===== src/rtl/fb_pkg.sv =====
package fb_pkg;

   typedef enum logic [1:0] {
      SQ_IDLE  = 2'd0,
      SQ_SEND  = 2'd1,
      SQ_DRAIN = 2'd2,
      SQ_DONE  = 2'd3
   } seq_state_t;

   localparam logic [7:0] ASCII_CR   = 8'h0D;
   localparam logic [7:0] ASCII_LF   = 8'h0A;
   localparam logic [7:0] ASCII_ZERO = 8'h30;

   // letter i of "Fizz" (second word selects "Buzz")
   function automatic logic [7:0] word_char(input logic second, input logic [1:0] i);
      logic [7:0] c;
      case (i)
         2'd0:    c = second ? 8'h42 : 8'h46;
         2'd1:    c = second ? 8'h75 : 8'h69;
         default: c = 8'h7A;
      endcase
      return c;
   endfunction

   // number of printable characters before the line terminator
   function automatic logic [3:0] body_len(input logic fz, input logic bz,
                                           input logic [3:0] hd, input logic [3:0] td);
      if (fz && bz)       return 4'd8;
      else if (fz || bz)  return 4'd4;
      else if (hd != 4'd0) return 4'd3;
      else if (td != 4'd0) return 4'd2;
      else                return 4'd1;
   endfunction

   function automatic logic [7:0] entry_char(input logic fz, input logic bz,
                                             input logic [3:0] hd, input logic [3:0] td,
                                             input logic [3:0] ud, input logic [3:0] idx);
      logic [3:0] blen;
      logic [3:0] pos;
      logic [3:0] dg;
      blen = body_len(fz, bz, hd, td);
      pos  = blen - 4'd1 - idx;
      case (pos)
         4'd0:    dg = ud;
         4'd1:    dg = td;
         default: dg = hd;
      endcase
      if (idx == blen)          return ASCII_CR;
      else if (idx > blen)      return ASCII_LF;
      else if (fz && bz)        return word_char(idx >= 4'd4, idx[1:0]);
      else if (fz || bz)        return word_char(bz, idx[1:0]);
      else                      return ASCII_ZERO + {4'h0, dg};
   endfunction

endpackage


===== src/rtl/fb_number.sv =====
module fb_number #(
   parameter int LAST_NUM = 100
) (
   input  logic       clk,
   input  logic       rst,
   input  logic       init,
   input  logic       step,
   output logic       fizz,
   output logic       buzz,
   output logic [3:0] dig_h,
   output logic [3:0] dig_t,
   output logic [3:0] dig_u,
   output logic       at_last
);
   localparam logic [3:0] LAST_H = 4'(LAST_NUM / 100);
   localparam logic [3:0] LAST_T = 4'((LAST_NUM / 10) % 10);
   localparam logic [3:0] LAST_U = 4'(LAST_NUM % 10);

   logic [1:0] mod3;
   logic [2:0] mod5;

   always_ff @(posedge clk) begin
      if (rst) begin
         mod3  <= 2'd0;
         mod5  <= 3'd0;
         dig_h <= 4'd0;
         dig_t <= 4'd0;
         dig_u <= 4'd0;
      end else if (init) begin
         mod3  <= 2'd1;
         mod5  <= 3'd1;
         dig_h <= 4'd0;
         dig_t <= 4'd0;
         dig_u <= 4'd1;
      end else if (step) begin
         mod3 <= (mod3 == 2'd2) ? 2'd0 : mod3 + 2'd1;
         mod5 <= (mod5 == 3'd4) ? 3'd0 : mod5 + 3'd1;
         if (dig_u != 4'd9) begin
            dig_u <= dig_u + 4'd1;
         end else begin
            dig_u <= 4'd0;
            if (dig_t != 4'd9) begin
               dig_t <= dig_t + 4'd1;
            end else begin
               dig_t <= 4'd0;
               dig_h <= dig_h + 4'd1;
            end
         end
      end
   end

   assign fizz    = (mod3 == 2'd0);
   assign buzz    = (mod5 == 3'd0);
   assign at_last = (dig_h == LAST_H) && (dig_t == LAST_T) && (dig_u == LAST_U);
endmodule


===== src/rtl/fb_uart_tx.sv =====
module fb_uart_tx #(
   parameter int CLKS_PER_BIT = 5208
) (
   input  logic       clk,
   input  logic       rst,
   input  logic       load,
   input  logic [7:0] data,
   output logic       busy,
   output logic       line
);
   localparam int             CW       = $clog2(CLKS_PER_BIT);
   localparam logic [CW-1:0]  CNT_LAST = CW'(CLKS_PER_BIT - 1);
   localparam logic [3:0]     ST_START = 4'd0;
   localparam logic [3:0]     ST_STOP  = 4'd9;

   logic [CW-1:0] bit_cnt;
   logic [3:0]    bit_st;
   logic [7:0]    shreg;

   always_ff @(posedge clk) begin
      if (rst) begin
         busy    <= 1'b0;
         bit_st  <= ST_START;
         bit_cnt <= '0;
         shreg   <= 8'h00;
      end else if (!busy) begin
         if (load) begin
            busy    <= 1'b1;
            shreg   <= data;
            bit_st  <= ST_START;
            bit_cnt <= '0;
         end
      end else if (bit_cnt == CNT_LAST) begin
         bit_cnt <= '0;
         if (bit_st == ST_STOP) begin
            busy <= 1'b0;
         end else begin
            if (bit_st != ST_START) shreg <= shreg >> 1;
            bit_st <= bit_st + 4'd1;
         end
      end else begin
         bit_cnt <= bit_cnt + 1'b1;
      end
   end

   always_comb begin
      if (!busy)                 line = 1'b1;
      else if (bit_st == ST_START) line = 1'b0;
      else if (bit_st == ST_STOP)  line = 1'b1;
      else                       line = shreg[0];
   end
endmodule


===== src/rtl/fb_seq.sv =====
module fb_seq
   import fb_pkg::*;
(
   input  logic       clk,
   input  logic       rst,
   input  logic       start,
   input  logic       fizz,
   input  logic       buzz,
   input  logic [3:0] dig_h,
   input  logic [3:0] dig_t,
   input  logic [3:0] dig_u,
   input  logic       at_last,
   input  logic       tx_busy,
   output logic       num_init,
   output logic       num_step,
   output logic       tx_load,
   output logic [7:0] tx_data,
   output logic       done
);
   seq_state_t st;
   logic [3:0] idx;
   logic       last_char;

   assign last_char = (idx == body_len(fizz, buzz, dig_h, dig_t) + 4'd1);
   assign tx_data   = entry_char(fizz, buzz, dig_h, dig_t, dig_u, idx);
   assign tx_load   = (st == SQ_SEND) && !tx_busy;
   assign num_init  = start && ((st == SQ_IDLE) || (st == SQ_DONE));
   assign num_step  = tx_load && last_char && !at_last;
   assign done      = (st == SQ_DONE);

   always_ff @(posedge clk) begin
      if (rst) begin
         st  <= SQ_IDLE;
         idx <= 4'd0;
      end else begin
         case (st)
            SQ_IDLE, SQ_DONE: begin
               if (start) begin
                  st  <= SQ_SEND;
                  idx <= 4'd0;
               end
            end
            SQ_SEND: begin
               if (tx_load) begin
                  if (last_char) begin
                     idx <= 4'd0;
                     if (at_last) st <= SQ_DRAIN;
                  end else begin
                     idx <= idx + 4'd1;
                  end
               end
            end
            default: begin
               if (!tx_busy) st <= SQ_DONE;
            end
         endcase
      end
   end
endmodule


===== src/rtl/fizzbuzz_tx.sv =====
module fizzbuzz_tx #(
   parameter int CLKS_PER_BIT = 5208,
   parameter int LAST_NUM     = 100
) (
   input  logic clk,
   input  logic rst,
   input  logic start,
   output logic serial_out,
   output logic done
);
   generate
      if (CLKS_PER_BIT < 2) begin : g_bad_div
         $error("CLKS_PER_BIT must be at least 2");
      end
      if (LAST_NUM < 1 || LAST_NUM > 999) begin : g_bad_last
         $error("LAST_NUM must lie in 1..999");
      end
   endgenerate

   logic       fizz, buzz, at_last;
   logic [3:0] dig_h, dig_t, dig_u;
   logic       num_init, num_step;
   logic       tx_load, tx_busy;
   logic [7:0] tx_data;

   fb_number #(.LAST_NUM(LAST_NUM)) u_num (
      .clk(clk), .rst(rst), .init(num_init), .step(num_step),
      .fizz(fizz), .buzz(buzz), .dig_h(dig_h), .dig_t(dig_t), .dig_u(dig_u),
      .at_last(at_last)
   );

   fb_seq u_seq (
      .clk(clk), .rst(rst), .start(start),
      .fizz(fizz), .buzz(buzz), .dig_h(dig_h), .dig_t(dig_t), .dig_u(dig_u),
      .at_last(at_last), .tx_busy(tx_busy),
      .num_init(num_init), .num_step(num_step),
      .tx_load(tx_load), .tx_data(tx_data), .done(done)
   );

   fb_uart_tx #(.CLKS_PER_BIT(CLKS_PER_BIT)) u_tx (
      .clk(clk), .rst(rst), .load(tx_load), .data(tx_data),
      .busy(tx_busy), .line(serial_out)
   );
endmodule


===== config.mk =====
export PLATFORM = sky130hd
export DESIGN_NAME = fizzbuzz_tx
export DESIGN_NICKNAME = d
export VERILOG_FILES = /design/src/rtl/fb_pkg.sv /design/src/rtl/fb_number.sv /design/src/rtl/fb_uart_tx.sv /design/src/rtl/fb_seq.sv /design/src/rtl/fizzbuzz_tx.sv
export SDC_FILE = /design/constraint.sdc
export NUM_CORES = 1
export LEC_CHECK = 0
export ABC_AREA = 1
export BUFFER_PORTS_ARGS = -buffer_cell sky130_fd_sc_hd__buf_2
export CAP_MARGIN = 40
export CORE_MARGIN = 3
export CORE_UTILIZATION = 40
export CTS_BUF_LIST = sky130_fd_sc_hd__clkbuf_2 sky130_fd_sc_hd__clkbuf_4 sky130_fd_sc_hd__clkbuf_8
export DETAILED_ROUTE_END_ITERATION = 8
export HOLD_SLACK_MARGIN = 0.15
export PLACE_DENSITY_LB_ADDON = 0.15
export REMOVE_ABC_BUFFERS = 1
export SETUP_SLACK_MARGIN = 0.1
export SKIP_CTS_REPAIR_TIMING = 1
export SLEW_MARGIN = 20
export SYNTH_ARGS = -nofsm -noshare
export SYNTH_HDL_FRONTEND = slang
export SYNTH_SLANG_ARGS = --single-unit

===== constraint.sdc =====
create_clock -name clk -period 3.16 [get_ports clk]
set_input_delay 0.632 -clock clk [delete_from_list [all_inputs] [get_ports clk]]
set_output_delay 0.632 -clock clk [all_outputs]
set_load 0.01 [all_outputs]

Yosys cells after proc, flatten, opt, wreduce, memory -nomap -nowiden
Cells that the tools add are included.
{"block": "word_totals", "ff_bits": 49, "wordCells": 138, "inputBits": 3}
{"block": "op_classes", "addsub": 12, "n_reduce_logical": 33, "eq_ne": 21, "magnitude_cmp": 2, "mux": 54, "n_bitwise": 2}
{"operator": "8-bit two-way mux", "n": 9}
{"operator": "4-bit two-way mux", "n": 12}
{"operator": "13-bit two-way mux", "n": 3}
{"operator": "8-bit one-hot mux with 2 select lines", "n": 2}
{"operator": "4-bit by 1-bit adder with 4-bit output (second input constant)", "n": 6}
{"operator": "4-bit logical NOT", "n": 4}
{"operator": "4-bit one-hot mux with 2 select lines", "n": 2}
{"operator": "2-bit two-way mux", "n": 7}
{"operator": "13-bit by 1-bit adder with 13-bit output (second input constant)", "n": 1}
{"operator": "13-bit equality test (second input constant)", "n": 1}
{"operator": "1-bit two-way mux", "n": 13}
{"operator": "4-bit nonzero test", "n": 3}
{"operator": "5-bit two-way mux", "n": 2}
{"operator": "3-bit two-way mux", "n": 3}
{"operator": "3-bit AND reduction", "n": 3}
{"operator": "4-bit by 1-bit equality test with 1-bit output (second input constant)", "n": 2}
{"operator": "4-bit equality test", "n": 2}
{"operator": "2-bit inequality test (second input constant)", "n": 4}
{"operator": "4-bit inequality test (second input constant)", "n": 2}
{"operator": "6-bit by 4-bit adder with 7-bit output (first input constant)", "n": 1}
{"operator": "1-bit logical AND", "n": 7}
{"operator": "2-bit logical NOT", "n": 3}
{"operator": "2-bit by 1-bit inequality test with 1-bit output (second input constant)", "n": 3}
{"operator": "2-bit nonzero test", "n": 3}
{"operator": "20 further kinds", "n": 26}

Logic depth before layout (Yosys ltp)
{"block": "depth", "depth_word": 16, "depth_mapped": 24, "depth_no_buf": 24}

Cells and area by module
A second synthesis with hierarchy kept.
{"block": "hier_totals", "cells_unflattened": 520, "hier_area_um2": 3453.3}
{"module": "fb_uart_tx", "cells_per_inst": 228, "area_per_inst_um2": 1471.4, "n_inst": 1, "seq_area_each_um2": 520.5}
{"module": "fb_seq", "cells_per_inst": 169, "area_per_inst_um2": 1052.3, "n_inst": 1, "seq_area_each_um2": 120.1}
{"module": "fb_number", "cells_per_inst": 123, "area_per_inst_um2": 929.6, "n_inst": 1, "seq_area_each_um2": 340.3}

Worst setup path before layout
OpenSTA, ideal clock, no wires.
{"block": "synth_timing", "path_type": "register -> register", "startpoint": "register u_num.mod5[0]", "endpoint": "register u_tx.shreg[3]", "path_slack_ns": 0.149, "stages_incl_launch_ff": 22, "setup_time_ns": 0.070, "arrival_time_ns": 2.940, "required_ns": 3.090, "cell_sequence": "dfxtp_1 -> inv_1 -> ha_1 -> inv_1 -> nor2_1 -> inv_1 -> ha_1 -> inv_1 -> nor2_1 -> inv_1 -> a31oi_1 -> ha_1 -> fa_1 -> xnor2_1 -> nand4_2 -> nor2_1 -> nand2_1 -> nand3_1 -> nand2_1 -> nand2_1 -> nand2_1 -> a21oi_1"}
{"block": "synth_between", "elab_chain_len": 15, "word_cells_on_any_way": 21, "cone_classes": "add/sub (3); order compare (1); eq/ne (2); mux (11); reduce/logical (4)"}
{"item": "start, declared", "line_no": "fb_number.sv:20", "rtl": "logic [2:0] mod5;"}
{"item": "start signal, assigned", "line_no": "fb_number.sv:37", "rtl": "mod5 <= (mod5 == 3'd4) ? 3'd0 : mod5 + 3'd1;"}
{"item": "3-bit logical NOT (*)", "line_no": "fb_number.sv:53", "rtl": "assign buzz = (mod5 == 3'd0);"}
{"item": "1-bit logical OR", "line_no": "fb_pkg.sv:29, fb_pkg.sv:51"}
{"item": "4-bit two-way mux", "line_no": "fb_pkg.sv:29", "rtl": "else if (fz || bz) return 4'd4;"}
{"item": "4-bit two-way mux", "line_no": "fb_pkg.sv:28", "rtl": "if (fz && bz) return 4'd8;"}
{"item": "4-bit by 1-bit subtractor with 4-bit output", "line_no": "fb_pkg.sv:42", "rtl": "pos = blen - 4'd1 - idx;"}
{"item": "4-bit subtractor", "line_no": "fb_pkg.sv:42"}
{"item": "4-bit by 1-bit equality test with 1-bit output or 4-bit logical NOT (tied branches)", "line_no": "fb_pkg.sv:43", "rtl": "case (pos)"}
{"item": "4-bit one-hot mux with 2 select lines", "line_no": "fb_pkg.sv:43"}
{"item": "6-bit by 4-bit adder with 7-bit output", "line_no": "fb_pkg.sv:52", "rtl": "else return ASCII_ZERO + {4'h0, dg};"}
{"item": "8-bit two-way mux", "line_no": "fb_pkg.sv:51", "rtl": "else if (fz || bz) return word_char(bz, idx[1:0]);"}
{"item": "8-bit two-way mux", "line_no": "fb_pkg.sv:50", "rtl": "else if (fz && bz) return word_char(idx >= 4'd4, idx[1:0]);"}
{"item": "8-bit two-way mux", "line_no": "fb_pkg.sv:49", "rtl": "else if (idx > blen) return ASCII_LF;"}
{"item": "8-bit two-way mux (*)", "line_no": "fb_pkg.sv:48", "rtl": "if (idx == blen) return ASCII_CR;"}
{"item": "8-bit two-way mux (*)", "line_no": "fb_uart_tx.sv:27", "rtl": "if (load) begin"}
{"item": "8-bit two-way mux (*)", "line_no": "fb_uart_tx.sv:26", "rtl": "end else if (!busy) begin"}
{"item": "end signal, assigned", "line_no": "fb_uart_tx.sv:29", "rtl": "shreg <= data;"}
{"item": "end signal, assigned", "line_no": "fb_uart_tx.sv:38", "rtl": "if (bit_st != ST_START) shreg <= shreg >> 1;"}
{"item": "end, declared", "line_no": "fb_uart_tx.sv:18", "rtl": "logic [7:0] shreg;"}
Mark *: on every way between the ends. The rest lies on a longest branch, timed or not. The select of a mux whose other input is x is not followed.
A chain may end at the register's enable or synchronous reset.

Worst setup path in the final report
{"block": "layout_timing", "startpoint": "register u_num.mod5[1]", "endpoint": "register u_tx.shreg[0]"}
Same word-level chain as after synthesis.

==> results.json <==
{
  "start_util_pct": 41.6,
  "final_area_mm2": 0.00373,
  "crit-reg2reg-capture": "u_tx.shreg[0]",
  "crit_chain": "inv_2 > ha_4 > inv_2 > nor2_4 > inv_2 > ha_4 > inv_4 > nor2_4 > inv_2 > a31oi_4 > ha_2 > fa_2 > xnor2_4 > buf_4 > nand4_4 > buf_4 > a21oi_1 > nand2_1 > nand2_1 > nand2_1 > a21oi_1",
  "ir_worst_vdd_uv": 456,
  "antenna_found_initial": 0,
  "slew_viol_final": 0,
  "min-delay-start": "u_tx.shreg[3]",
  "cts-root-buf": "clkbuf_8",
  "cp_slowest_stage_delay_ns": 0.44,
  "crit_path_max_fanout": 6,
  "seqPwrFrac_pct": 30.9,
  "clockPowerShare_pct": 15.4,
  "post-place-ws_ns": -0.0845,
  "setup_slack_ns": 0.250,
  "hold_violations": 0,
  "clk_path_buf_depth": 2,
  "synth_top_family_by_area": "simple AND/OR/NAND/NOR gates",
  "drtIter0Drc": 138,
  "power.density_mw_per_mm2": 682,
  "relSlewSlack_pct": 70.1,
  "arrival_ns": 3.15,
  "grt_max_degree": 22,
  "core_area_mm2": 0.00781,
  "synth.avg_cell_area_um2": 6.95,
  "worstPathRequired_ns": 3.40,
  "synthFlopType": "dfxtp_1",
  "syn-cell-area_mm2": 0.00325,
  "synth_cell_type_count": 40,
  "holdPathEnd": "u_tx.shreg[3]",
  "routed_wl_um": 7360,
  "reg2reg_depth": 21,
  "io_buffers": 4,
  "synthAdderAreaFrac_pct": 11.8,
  "crit_type": "reg2reg",
  "post_route_cells_drive_above_1_share_pct": 16.9,
  "power_frac_comb_pct": 53.7,
  "synth_area_leaders": "dfxtp_1 (30%), ha_1 (11%), nand2_1 (11%)",
  "intPower_w": 0.00138,
  "cp_slowest_cell": "fa_2",
  "synth-xor-area-share_pct": 2.43,
  "synth_simple_gate_area_share_pct": 28.7,
  "cp_common_cell": "inv_2",
  "die_h_um": 96.1,
  "avgRoutedWirePerCell_um": 12.5,
  "finalCriticalPeriod_ns": 2.91,
  "fin_crit_sh_pct": 92.1,
  "critPathBufInv": 7,
  "power.leakage_nw": 1.53,
  "yosysWarnings": 0,
  "hold-path-cell-count": 2,
  "route.detailed.drc": 0,
  "yosys.area.top_type_share_pct": 29.6,
  "h-tree-depth": 2,
  "fin_skew_ns": 0.00677,
  "postPlaceCellArea_mm2": 0.00345,
  "dp_hpwl_um": 5540,
  "viasPerCell": 5.05,
  "maxCapViolations": 0,
  "reg2reg_from": "u_num.mod5[1]",
  "async_reset_ff_share_pct": 0,
  "clk_latency_ns": 0.31,
  "r2r_slack_ns": 0.25,
  "hp-class": "reg2reg",
  "die_w_um": 96.1,
  "overflow": 0,
  "dieArea_mm2": 0.00923,
  "vias": 2967,
  "cts.sink_count": 48,
  "num-nets-final": 519,
  "setup_tns_ns": 0,
  "pin_count": 5,
  "track_usage_pct": 17.0,
  "area_growth_pct": 14.9,
  "ys_top_cells_by_count": "nand2_1 (95), inv_1 (66), a21oi_1 (58)",
  "muxShareOfSynthArea_pct": 0,
  "seq_area_frac_synth_pct": 29.6,
  "critical_path.top_delay_family": "adder cells",
  "startpoint_type": "flop",
  "path_clk_slew_ns": 0.09,
  "synthCells": 467,
  "num_rows": 32,
  "antenna_left": 0,
  "grt_pass1_wl_um": 12300,
  "end_kind": "flop",
  "yosysMostFrequentCell": "nand2_1",
  "cts_buffers": 5,
  "worst_pin_slew_ns": 0.449,
  "power_w": 0.00255,
  "ys_ff_latch": 48,
  "grt_pass1_vias": 2693,
  "synth_top_area_cell": "dfxtp_1",
  "drtPass1Iterations": 4,
  "rsz0062_at_grt": "false",
  "cts_tree": "yes",
  "p_sw_share_pct": 45.9,
  "status": "completed",
  "synth_compound_area_share_pct": 17.1,
  "p_switching_w": 0.00117,
  "synth_edf_count": 0,
  "setup_viol": 0,
  "fmax_mhz": 344,
  "num_antenna_cells": 0,
  "routabilityCongestion": 0.860
}
metrics by stage:
| step | utilization, % | hold slack [ns] | cells |
|---|---|---|---|
| after detailed placement | 44.2 | 0.467 | 576 |
| after global routing | 47.8 | 0.504 | 588 |
| after global placement | 44.1 | 0.453 | 575 |
| final | 47.8 | 0.472 | 588 |
| after floorplan | - | 0.435 | 455 |
| after CTS | 45.4 | 0.481 | 583 |
per-layer routing:
metal / GRT usage (%) / wire length, µm / share of wire (%) / up-vias
li1: - / - / - / 1573
met3: 2.58 / 138 / 1.9 / 11
met2: 26.2 / 3280 / 45 / 20
met4: 6.28 / 156 / 2.1 / 0
met1: 23.9 / 3780 / 51 / 1363
met5: 0 / 0 / 0 / -
placed cells by master (no fill, tap or decap), drive strengths merged:
master,instances
a31oi,1
nor3b,2
dfxtp,48
a21oi,58
xor2,6
a221oi,1
inv,70
nand4,10
nand3,31
buf,24
clkbuf,6
o21ai,28
nor2,40
a211oi,6
or2,2
nor4,5
o31ai,1
ha,29
xnor2,3
nand3b,3
o21bai,2
o211ai,3
nor3,5
o211a,1
fa,1
clkinv,2
nand2,98
cell type report:
class	count	area, µm²
sequential	48	963
clock buffer	6	82.6
clock inverter	1	8.76
timing repair buffer	24	195
fill	827	4080
inverter	71	270
multi-input combinational	336	2080
tap	102	128
sequential cells by signal, summed over array words and instances (netlist names):
signal and cells:
u_num.dig_h 4, u_seq.st 2, u_tx.busy 1, u_num.mod3 2, u_tx.bit_st 4, u_num.dig_u 4, u_tx.bit_cnt 13, u_tx.shreg 7
u_seq.idx 4, u_num.dig_t 4, u_num.mod5 3
worst reg2reg max path, stage by stage, from the launching register on:
cell	delay (ns)
dfxtp_2	0.34
inv_2	0.07
ha_4	0.13
inv_2	0.04
nor2_4	0.12
inv_2	0.06
ha_4	0.16
inv_4	0.05
nor2_4	0.03
inv_2	0.07
a31oi_4	0.04
ha_2	0.23
fa_2	0.44
xnor2_4	0.19
buf_4	0.14
nand4_4	0.12
buf_4	0.18
a21oi_1	0.12
nand2_1	0.09
nand2_1	0.07
nand2_1	0.05
a21oi_1	0.11
cell families after synthesis:
family | after synthesis
AND/OR/NAND/NOR | 196
AO/OA/AOI/OAI | 101
buffers and inverters | 83
flip-flops | 48
adder cells (fa/ha/maj) | 30
XOR/XNOR | 9
power groups by stage:
stage / logic [W] / clock network (W) / registers (W)
floorplan: 0.000897 / 0 / 0.000787
global placement: 0.00121 / 0 / 0.000800
detailed placement: 0.00122 / 0 / 0.000800
CTS: 0.00123 / 0.000404 / 0.000786
global route: 0.00157 / 0.000426 / 0.000806
finish: 0.00137 / 0.000391 / 0.000787
worst max-delay path by stage:
| stage | start | cells after the start | slack (ns) | endpoint |
|---|---|---|---|---|
| after global placement | u_num.mod5[0] | 20 | 0.04 | u_tx.shreg[3] |
| final | u_num.mod5[1] | 21 | 0.25 | u_tx.shreg[0] |
| after CTS | u_num.mod5[1] | 20 | -0.11 | u_num.dig_t[1] |
| after detailed placement | u_num.mod5[1] | 20 | -0.08 | u_num.dig_t[1] |
| after global routing | u_num.mod5[1] | 21 | 0.06 | u_tx.shreg[3] |
| after floorplan | u_num.mod5[0] | 21 | 0.15 | u_tx.shreg[3] |
Note: power is estimated with default switching activity, not from simulation.
